File: src/rtl/xo_chirp_pkg.sv
// Shared types for the chirp-injection startup sequencer.
// Assumes: nothing beyond IEEE 1800-2017.
package xo_chirp_pkg;

    typedef enum logic [2:0] {
        ST_IDLE     = 3'd0,
        ST_SEARCH   = 3'd1,
        ST_BOOST    = 3'd2,
        ST_HANDOVER = 3'd3,
        ST_DONE     = 3'd4
    } seq_state_t;

endpackage

File: src/rtl/xo_sync.sv
// Multi-stage synchronizer for a single asynchronous bit.
// Assumes: the input is a level that is held for more than one clock period.
module xo_sync #(
    parameter int STAGES = 2
) (
    input  logic clk,
    input  logic rst_n,
    input  logic d,
    output logic q
);

    logic [STAGES-1:0] sr;

    generate
        if (STAGES == 1) begin : g_one
            // Single flop variant.
            always_ff @(posedge clk) begin
                if (!rst_n) sr <= '0;
                else        sr <= d;
            end
        end else begin : g_chain
            // Shift chain of flops.
            always_ff @(posedge clk) begin
                if (!rst_n) sr <= '0;
                else        sr <= {sr[STAGES-2:0], d};
            end
        end
    endgenerate

    assign q = sr[STAGES-1];

endmodule

File: src/rtl/xo_droop_qual.sv
// Qualifies the synchronized droop bit: flags a detection on the Q-th
// consecutive high cycle while armed.
// Assumes: qual_len of 0 is treated as 1.
module xo_droop_qual #(
    parameter int QW = 4
) (
    input  logic          clk,
    input  logic          rst_n,
    input  logic          clr,
    input  logic          arm,
    input  logic          cmp_s,
    input  logic [QW-1:0] qual_len,
    output logic          det
);

    logic [QW-1:0] run_cnt;
    logic [QW-1:0] qlen_eff;

    assign qlen_eff = (qual_len == '0) ? QW'(1) : qual_len;
    assign det      = arm && cmp_s && (run_cnt == qlen_eff - QW'(1));

    // Count consecutive armed high cycles; restart on any low cycle.
    always_ff @(posedge clk) begin
        if (!rst_n || clr)            run_cnt <= '0;
        else if (arm && cmp_s && !det) run_cnt <= run_cnt + QW'(1);
        else                          run_cnt <= '0;
    end

endmodule

File: src/rtl/xo_code_sweep.sv
// Frequency code register and step-rate divider for the downward sweep.
// Assumes: step_div of 0 is treated as 1; code_lo <= code_hi for a real sweep.
module xo_code_sweep #(
    parameter int CW = 8,
    parameter int DW = 8
) (
    input  logic          clk,
    input  logic          rst_n,
    input  logic          clr,
    input  logic          load,
    input  logic          run,
    input  logic [CW-1:0] code_hi,
    input  logic [CW-1:0] code_lo,
    input  logic [DW-1:0] step_div,
    output logic [CW-1:0] code,
    output logic          tick,
    output logic          at_floor
);

    logic [DW-1:0] div_cnt;
    logic [DW-1:0] div_eff;

    assign div_eff  = (step_div == '0) ? DW'(1) : step_div;
    assign tick     = run && (div_cnt == div_eff - DW'(1));
    assign at_floor = (code <= code_lo);

    // Load the start code, or step down once per divider period while running.
    always_ff @(posedge clk) begin
        if (!rst_n || clr || load) begin
            code    <= code_hi;
            div_cnt <= '0;
        end else if (run) begin
            if (tick) begin
                div_cnt <= '0;
                if (!at_floor) code <= code - CW'(1);
            end else begin
                div_cnt <= div_cnt + DW'(1);
            end
        end
    end

    // The code never steps below the floor while sweeping.
    assert_floor_R3: assert property (@(posedge clk) disable iff (!rst_n)
        (run && $past(run) && $stable(code_lo) && ($past(code) >= code_lo))
        |-> (code >= code_lo));

endmodule

File: src/rtl/xo_chirp_fsm.sv
// Sequencing state machine: idle, search, boost, handover, done.
// Assumes: det and tick come from the qualifier and sweep of the same clock.
module xo_chirp_fsm
    import xo_chirp_pkg::*;
#(
    parameter int CW = 8,
    parameter int BW = 8
) (
    input  logic          clk,
    input  logic          rst_n,
    input  logic          en,
    input  logic          start,
    input  logic          det,
    input  logic          tick,
    input  logic          at_floor,
    input  logic [CW-1:0] code,
    input  logic [BW-1:0] boost_len,
    output logic          sweep_load,
    output logic          sweep_run,
    output logic          qual_arm,
    output logic          inj_en,
    output logic          drive_hi,
    output logic          main_en,
    output logic          hold,
    output logic          timeout,
    output logic          done_pulse,
    output logic [CW-1:0] lock_code
);

    seq_state_t    state, nxt;
    logic [BW-1:0] bcnt;
    logic [BW-1:0] blen_eff;
    logic          go;
    logic          tmo;
    logic          boost_end;

    assign blen_eff   = (boost_len == '0) ? BW'(1) : boost_len;
    assign go         = start && ((state == ST_IDLE) || (state == ST_DONE));
    assign tmo        = (state == ST_SEARCH) && !det && tick && at_floor;
    assign boost_end  = (state == ST_BOOST) && (bcnt == blen_eff - BW'(1));

    assign qual_arm   = (state == ST_SEARCH);
    assign sweep_run  = (state == ST_SEARCH) && !det;
    assign sweep_load = (state == ST_IDLE) || go;

    assign inj_en     = (state == ST_SEARCH) || (state == ST_BOOST);
    assign drive_hi   = (state == ST_BOOST);
    assign main_en    = (state == ST_HANDOVER) || (state == ST_DONE);

    // Next-state selection.
    always_comb begin
        nxt = state;
        case (state)
            ST_IDLE:     if (go) nxt = ST_SEARCH;
            ST_SEARCH:   if (det) nxt = ST_BOOST;
                         else if (tmo) nxt = ST_HANDOVER;
            ST_BOOST:    if (boost_end) nxt = ST_HANDOVER;
            ST_HANDOVER: nxt = ST_DONE;
            ST_DONE:     if (go) nxt = ST_SEARCH;
            default:     nxt = ST_IDLE;
        endcase
    end

    // State register with synchronous reset and enable abort.
    always_ff @(posedge clk) begin
        if (!rst_n || !en) state <= ST_IDLE;
        else               state <= nxt;
    end

    // Boost duration counter.
    always_ff @(posedge clk) begin
        if (!rst_n || !en || det || state != ST_BOOST) bcnt <= '0;
        else                                         bcnt <= bcnt + BW'(1);
    end

    // Hold, timeout and done flags.
    always_ff @(posedge clk) begin
        if (!rst_n || !en) begin
            hold       <= 1'b0;
            timeout    <= 1'b0;
            done_pulse <= 1'b0;
        end else begin
            done_pulse <= (state == ST_HANDOVER);
            if (go) begin
                hold    <= 1'b0;
                timeout <= 1'b0;
            end else begin
                if (det) hold    <= 1'b1;
                if (tmo) timeout <= 1'b1;
            end
        end
    end

    // Capture the frozen code on detection or the floor code on timeout.
    always_ff @(posedge clk) begin
        if (!rst_n)          lock_code <= '0;
        else if (det || tmo) lock_code <= code;
    end

    // The done pulse lasts exactly one cycle.
    assert_done_single_R8: assert property (@(posedge clk) disable iff (!rst_n)
        done_pulse |=> !done_pulse);

    // The main driver is only enabled straight after injection.
    assert_handover_R6: assert property (@(posedge clk) disable iff (!rst_n)
        $rose(main_en) |-> $past(inj_en));

endmodule

File: src/rtl/xo_chirp_seq.sv
// Top of the chirp-injection startup sequencer: synchronizes the droop
// comparator, qualifies it, sweeps the code and sequences the drivers.
// Assumes: configuration inputs are static while a sequence runs.
module xo_chirp_seq #(
    parameter int CW    = 8,
    parameter int DW    = 8,
    parameter int QW    = 4,
    parameter int BW    = 8,
    parameter int SYNCS = 2
) (
    input  logic          clk,
    input  logic          rst_n,
    input  logic          en,
    input  logic          start,
    input  logic          cmp_in,
    input  logic [CW-1:0] code_hi,
    input  logic [CW-1:0] code_lo,
    input  logic [DW-1:0] step_div,
    input  logic [QW-1:0] qual_len,
    input  logic [BW-1:0] boost_len,
    output logic [CW-1:0] freq_code,
    output logic          inj_en,
    output logic          drive_hi,
    output logic          hold,
    output logic          main_en,
    output logic          timeout,
    output logic          done_pulse,
    output logic [CW-1:0] lock_code
);

    logic cmp_s;
    logic det;
    logic tick;
    logic at_floor;
    logic sweep_load;
    logic sweep_run;
    logic qual_arm;

    xo_sync #(.STAGES(SYNCS)) i_sync (
        .clk   (clk),
        .rst_n (rst_n),
        .d     (cmp_in),
        .q     (cmp_s)
    );

    xo_droop_qual #(.QW(QW)) i_qual (
        .clk      (clk),
        .rst_n    (rst_n),
        .clr      (!en),
        .arm      (qual_arm),
        .cmp_s    (cmp_s),
        .qual_len (qual_len),
        .det      (det)
    );

    xo_code_sweep #(.CW(CW), .DW(DW)) i_sweep (
        .clk      (clk),
        .rst_n    (rst_n),
        .clr      (!en),
        .load     (sweep_load),
        .run      (sweep_run),
        .code_hi  (code_hi),
        .code_lo  (code_lo),
        .step_div (step_div),
        .code     (freq_code),
        .tick     (tick),
        .at_floor (at_floor)
    );

    xo_chirp_fsm #(.CW(CW), .BW(BW)) i_fsm (
        .clk        (clk),
        .rst_n      (rst_n),
        .en         (en),
        .start      (start),
        .det        (det),
        .tick       (tick),
        .at_floor   (at_floor),
        .code       (freq_code),
        .boost_len  (boost_len),
        .sweep_load (sweep_load),
        .sweep_run  (sweep_run),
        .qual_arm   (qual_arm),
        .inj_en     (inj_en),
        .drive_hi   (drive_hi),
        .main_en    (main_en),
        .hold       (hold),
        .timeout    (timeout),
        .done_pulse (done_pulse),
        .lock_code  (lock_code)
    );

    // The code does not move while it is held.
    assert_code_frozen_R5: assert property (@(posedge clk) disable iff (!rst_n)
        (hold && $past(hold)) |-> $stable(freq_code));

    // Hold is only taken on a synchronized droop.
    assert_hold_cause_R4: assert property (@(posedge clk) disable iff (!rst_n)
        $rose(hold) |-> $past(cmp_s));

    // Dropping the enable shuts off every driver on the next edge.
    assert_abort_R9: assert property (@(posedge clk) disable iff (!rst_n)
        !en |=> (!inj_en && !main_en && !hold));

endmodule

File: config.mk
export PLATFORM = sky130hd
export DESIGN_NAME = xo_chirp_seq
export DESIGN_NICKNAME = d
export VERILOG_FILES = /design/src/rtl/xo_chirp_pkg.sv /design/src/rtl/xo_sync.sv /design/src/rtl/xo_droop_qual.sv /design/src/rtl/xo_code_sweep.sv /design/src/rtl/xo_chirp_fsm.sv /design/src/rtl/xo_chirp_seq.sv
export SDC_FILE = /design/constraint.sdc
export NUM_CORES = 1
export LEC_CHECK = 0
export BUFFER_PORTS_ARGS = -buffer_cell sky130_fd_sc_hd__clkbuf_2
export CAP_MARGIN = 20
export CORE_UTILIZATION = 50
export CTS_CLUSTER_SIZE = 25
export DETAILED_ROUTE_END_ITERATION = 12
export GPL_TIMING_DRIVEN = 0
export PLACE_DENSITY = 0.86
export SETUP_SLACK_MARGIN = 0.1
export SYNTH_ARGS = -nofsm -noshare
export SYNTH_HDL_FRONTEND = slang
export SYNTH_HIERARCHICAL = 1
export SYNTH_SLANG_ARGS = --single-unit
File: constraint.sdc
create_clock -name clk -period 6.15 [get_ports clk]
set_clock_uncertainty 0.15 [all_clocks]
set_input_delay 1.5375 -clock clk [delete_from_list [all_inputs] [get_ports clk]]
set_output_delay 1.5375 -clock clk [all_outputs]
set_load 0.1 [all_outputs]
# == Yosys cells after proc, flatten, opt, wreduce, memory -nomap -nowiden ==
# Index checks and enable logic that the tools add are counted.
# totals
register_bits,44
out_inout_bits,22
word_cells,76
# classes
n_addsub,7
order_cmp,1
eq_ne,12
muxes,13
bitwise_logic,1
n_reduce_logical,32
# ops
op,n
8-bit 2-to-1 mux,7
"8-bit by 1-bit subtractor with 8-bit output, second input constant",3
"8-bit by 1-bit adder with 8-bit output, second input constant",2
8-bit equality test,2
8-bit logical NOT,2
3-bit 2-to-1 mux,4
3-bit one-hot mux with 4 select lines,1
1-bit logical AND,9
1-bit logical OR,9
8-bit <= comparator,1
"3-bit by 2-bit equality test with 1-bit output, second input constant",2
3-bit AND reduction,2
2-bit OR reduction,3
"4-bit by 1-bit adder with 4-bit output, second input constant",1
4-bit equality test,1
4-bit logical NOT,1
4-bit 2-to-1 mux,1
"2-bit by 1-bit != test with 1-bit output, second input constant",2
2-bit nonzero test,2
"4-bit by 1-bit subtractor with 4-bit output, second input constant",1
"3-bit by 1-bit equality test with 1-bit output, second input constant",1
"3-bit equality test, second input constant",1
1-bit logical NOT,3
3-bit logical NOT,1
4 further kinds,4

# == Depth between registers and ports, before layout ==
# logic_depth
depth_word,13
ltp_mapped,15
ltp_nobuf,14

# == Cells and area by module ==
# The synthesis kept the hierarchy.
# by_module_without_submodules
mod,instances,cells_each,area_per_inst_um2,seq_area_each_um2
xo_code_sweep,1,157,1317.5,400.4
xo_chirp_fsm,1,132,1169.9,440.4
xo_droop_qual,1,32,289.0,80.1
xo_sync,1,4,52.6,40.0
xo_chirp_seq,1,1,3.8,0.0

# == Worst setup path before layout ==
# No wires, ideal clock.
# synth_timing
kind,input -> register
from,input port qual_len[1]
to,register i_fsm.lock_code[2]
arrival_time_ns,4.584
t_required_ns,5.880
slack_ns,1.296
cell_stages,14
path_buffers,1
cell_sequence,nor3_1 > nor2_1 > ha_1 > xnor2_1 > xnor2_1 > nor4_4 > and3_1 > nor2_2 > clkbuf_1 > o311ai_0 > a2111oi_4 > a31oi_4 > mux2i_1 > nor2b_1
# synth_between
elab_chain_cells,11
# synth_lines
element,line_no,source
start: declaration,xo_chirp_seq.sv:19,"input logic [QW-1:0] qual_len,"
4-bit logical NOT,xo_droop_qual.sv:19,assign qlen_eff = (qual_len == '0) ? QW'(1) : qual_len;
4-bit 2-to-1 mux (*),xo_droop_qual.sv:19,
4-bit by 1-bit subtractor with 4-bit output (*),xo_droop_qual.sv:20,assign det = arm && cmp_s && (run_cnt == qlen_eff - QW'(1));
4-bit equality test (*),xo_droop_qual.sv:20,
1-bit logical AND (*),xo_droop_qual.sv:20,
net det,xo_chirp_seq.sv:32,logic det;
1-bit logical NOT (*),xo_chirp_fsm.sv:43,assign sweep_run = (state == ST_SEARCH) && !det;
1-bit logical AND (*),xo_chirp_fsm.sv:43,
net sweep_run,xo_chirp_seq.sv:36,logic sweep_run;
1-bit logical AND (*),xo_code_sweep.sv:24,assign tick = run && (div_cnt == div_eff - DW'(1));
net tick,xo_chirp_seq.sv:33,logic tick;
1-bit logical AND (*) (2 in series),xo_chirp_fsm.sv:39,assign tmo = (state == ST_SEARCH) && !det && tick && at_floor;
1-bit logical OR (*),xo_chirp_fsm.sv:97,else if (det || tmo) lock_code <= code;
end signal: assignment,xo_chirp_fsm.sv:97,
end: declaration,xo_chirp_fsm.sv:27,output logic [CW-1:0] lock_code
# The timed path passes the listed nets; every way through them passes the cells marked *.
# A chain may end at the register's enable or synchronous reset.

# == Worst setup path in the final report ==
# layout_timing
from,input port qual_len[1]
to,register i_fsm.lock_code[0]
# Same word-level chain as after synthesis.

==> load_flow_metrics.sql <==
INSERT INTO impl_metrics (metric_group, metric, value, unit) VALUES
('yosys', 'synth-seq-cells', '44', ''),
('final_layout', 'antenna-diode-count', '0', ''),
('global_route', 'antenna_found_initial', '0', ''),
('status', 'status', 'finished, final reports clean', ''),
('worst_hold_path', 'holdPathStages', '1', ''),
('setup_path', 'worst_path_max_fanout', '12', ''),
('yosys', 'synth_area', '2833', 'um2'),
('final_layout', 'n_fill_cell', '489', ''),
('yosys', 'syn-mean-instance-area', '8.689', 'um2'),
('worst_hold_path', 'worstHoldStart', 'i_sync/sr[0]', ''),
('yosys', 'synth_enable_flop_cells', '8', ''),
('global_route', 'busiest_layer', 'met2', ''),
('floorplanning', 'initial_utilization', '51.76', '%'),
('timing', 'final.setup.worst_slack', '0.9189', 'ns'),
('final_layout', 'drive_gt1_share', '22.73', '%'),
('timing', 'final_min_period_over_clock_period', '85.06', '%'),
('power', 'power.density', '188.8', 'nW/um2'),
('setup_path', 'timing.critical_path.mode_cell', 'sky130_fd_sc_hd__xnor2_1', ''),
('timing', 'hold_viol_final', '0', ''),
('setup_path', 'cell_at_the_slowest_stage_of_the_critical_path', 'sky130_fd_sc_hd__a2111oi_4', ''),
('floorplanning', 'fp.dieArea', '5971', 'um2'),
('place', 'routabilityCongestion', '0.8859', ''),
('flow_run', 'max_cap_violations', '0', ''),
('cts', 'clock_sink_count', '44', ''),
('route', 'route.final.wire_length', '6204', 'um'),
('cts', 'count_of_buffers_added_by_post_cts_timing_repair_for_setup', '0', ''),
('worst_hold_path', 'min_to', 'i_sync/sr[1]', ''),
('timing', 'fmax', '191.2', 'MHz'),
('cts', 'cts.path.max_buffers', '2', ''),
('setup_path', 'rr_startpoint', 'i_qual/run_cnt[0]', ''),
('floorplanning', 'fp.dieW', '77.27', 'um'),
('timing', 'worst_slew_margin_rel', '46.59', '%'),
('global_route', 'grt_pass1_wl', '10610', 'um'),
('floorplanning', 'row_count', '27', ''),
('route', 'antenna_viol_nets_final', '0', ''),
('setup_path', 'timing_worst_setup_path_type', 'in2reg', ''),
('cts', 'tritoncts_clock_tree', 'done', ''),
('route', 'routedWlPerCell', '13.26', 'um'),
('cts', 'cts_inserted_buffers', '5', ''),
('cts', 'post_cts_resize_count', '0', ''),
('place', 'preCtsSetupSlack', '0.6770', 'ns'),
('final_layout', 'layout-area-overhead-vs-synth', '17.89', '%'),
('timing', 'fin_setup_tns', '0', 'ns'),
('route', 'drt-vias-per-instance', '5.459', ''),
('yosys', 'yosys-top-cells-area', 'sky130_fd_sc_hd__dfxtp_1 (25%), sky130_fd_sc_hd__edfxtp_1 (8.5%), sky130_fd_sc_hd__ha_1 (6.6%), sky130_fd_sc_hd__xnor2_1 (6.5%), sky130_fd_sc_hd__xor2_1 (5.3%)', ''),
('setup_path', 'path_delay_family', 'compound AO/OA/AOI/OAI gates', ''),
('setup_path', 'r2r.worst_path.cells', '10', ''),
('global_route', 'groute.layer.met3.usage', '4.048', '%'),
('cts', 'cts_hold_buffers', '0', ''),
('route', 'vias', '2555', ''),
('setup_path', 'critical_path.startpoint_type', 'input port', ''),
('setup_path', 'cp_data_required_time', '6.19', 'ns'),
('power', 'power.ir.vdd_worst', '0.0001389', 'V'),
('setup_path', 'path_cells', 'clkbuf_2, nor3_1, nor2_1, ha_1, xnor2_1, xnor2_1, nor4_4, and3_1, nor2_2, clkbuf_1, o311ai_0, a2111oi_4, a31oi_4, mux2i_1, nor2b_1', ''),
('global_route', 'met1_usage', '25.81', '%'),
('timing', 'period_minus_slack', '5.231', 'ns'),
('floorplanning', 'core_area', '5473', 'um2'),
('route', 'drc', '0', ''),
('yosys', 'synth_async_sr_flop_share', '0', '%'),
('yosys', 'yosys.area.top_type_share', '25.44', '%'),
('cts', 'clock-root-buffer', 'sky130_fd_sc_hd__clkbuf_8', ''),
('cts', 'insertion_delay', '0.30', 'ns'),
('timing', 'tightest_slew', '0.8012', 'ns'),
('yosys', 'yosys.area.top_type', 'sky130_fd_sc_hd__dfxtp_1', ''),
('cts', 'ctsHtreeMaxLevel', '2', ''),
('final_layout', 'layout.nets', '451', ''),
('power', 'cellLeakagePower', '1.479', 'nW'),
('setup_path', 'maximum_cell_stage_delay_along_the_critical_path', '0.80', 'ns'),
('route', 'drt_iter0_drc', '141', ''),
('timing', 'finalSetupViolations', '0', ''),
('yosys', 'syn_nets', '382', '');
## synthesized netlist by cell type, drive strengths merged (3+ instances only)
| cell type | count |
|---|---|
| dfxtp | 36 |
| nand2 | 31 |
| nor2 | 31 |
| inv | 23 |
| xnor2 | 21 |
| nor3 | 17 |
| xor2 | 17 |
| ha | 15 |
| o21ai | 14 |
| nor2b | 12 |
| a21oi | 9 |
| mux2i | 9 |
| nand4 | 9 |
| edfxtp | 8 |
| nand3 | 7 |
| clkbuf | 6 |
| and3 | 5 |
| nor4 | 5 |
| a211oi | 4 |
| nand2b | 4 |
| or3 | 4 |
| a2111oi | 3 |
| and2 | 3 |
## routing by layer
layer | share of wire [%] | up-vias | wire length, um
li1 | - | 1286 | -
met1 | 43 | 1175 | 2684
met2 | 50 | 82 | 3111
met3 | 5.4 | 12 | 338
met4 | 1.1 | 0 | 70
met5 | 0 | - | 0
## worst max-delay path by stage
stage,start,end,slack [ns]
after detailed placement,qual_len[1],i_sweep/code[7],0.68
after floorplan,qual_len[1],i_fsm/lock_code[2],1.30
after global placement,qual_len[1],i_sweep/code[5],0.78
final,qual_len[1],i_fsm/lock_code[0],0.92
after global routing,qual_len[1],i_fsm/lock_code[0],0.58
after CTS,qual_len[1],i_fsm/lock_code[0],0.93
## state kept, by name, indices dropped and copies added, names as in the netlist
register and count:
i_fsm/lock_code 8, i_fsm/hold 1, i_sweep/div_cnt 8, i_fsm/state 3, i_fsm/timeout 1, i_sweep/code 8
i_sync/sr 2, i_fsm/bcnt 8, i_fsm/done_pulse 1, i_qual/run_cnt 4
## metrics by stage
stage	util, %	instances	power [mW]	area, um2	hold slack [ns]
global route	61.02	468	0.6550	3339	0.3545
detailed placement	59.08	460	0.4334	3233	0.3046
global placement	59.08	460	0.4289	3233	0.3052
finish	61.02	468	0.6305	3339	0.3350
CTS	61.02	468	0.6332	3339	0.3337
floorplan	-	326	0.3967	2833	0.2618
## kinds of logic (layout without fill, tap and decap cells)
logic type      after synthesis  after routing  synth area share (%)
xor+xnor                     38             38                 11.75
simple gates                144            144                 28.36
compound gates               45             45                 11.62
fa+ha+maj                    15             15                 6.625
mux                          10             10                 3.710
buf+inv                      30            100                 4.019
flops                        44             44                 33.92
## cells in the final DEF (no fill, tap or decap), drive strengths merged, types with 9 or more instances in the layout
cell type	count
dfxtp	36
nor2b	12
xor2	17
xnor2	21
nor2	31
ha	15
mux2i	9
inv	23
nand2	31
nor3	17
clkbuf	74
a21oi	9
o21ai	14
nand4	9
## layout make-up
| type | instances | area, um2 | share of cell area [%] |
|---|---|---|---|
| Multi-Input combinational cell | 252 | 1758 | 52.64 |
| Sequential cell | 44 | 960.9 | 28.77 |
| Timing Repair Buffer | 62 | 310.3 | 9.292 |
| Clock buffer | 6 | 93.84 | 2.810 |
| Tap cell | 72 | 90.09 | 2.698 |
| Inverter | 23 | 86.33 | 2.585 |
| Buffer | 7 | 27.53 | 0.8243 |
| Clock inverter | 2 | 12.51 | 0.3747 |
## where the power goes
group / total, mW / switching, mW / internal [mW]
registers: 0.307 / 0.00877 / 0.299
logic: 0.121 / 0.0794 / 0.0413
clock network: 0.203 / 0.0987 / 0.104
## worst reg2reg max path, stage by stage, from the launching register on
cell and delay, ns:
sky130_fd_sc_hd__dfxtp_1 0.36, sky130_fd_sc_hd__nor3_1 0.34, sky130_fd_sc_hd__nor4_4 0.11, sky130_fd_sc_hd__and3_1 0.29
sky130_fd_sc_hd__nor2_2 0.19, sky130_fd_sc_hd__clkbuf_1 0.29, sky130_fd_sc_hd__o311ai_0 0.27, sky130_fd_sc_hd__a2111oi_4 0.81
sky130_fd_sc_hd__a31oi_4 0.34, sky130_fd_sc_hd__mux2i_1 0.30, sky130_fd_sc_hd__nor2b_1 0.07
No activity file was read; power rests on OpenSTA's default activity.
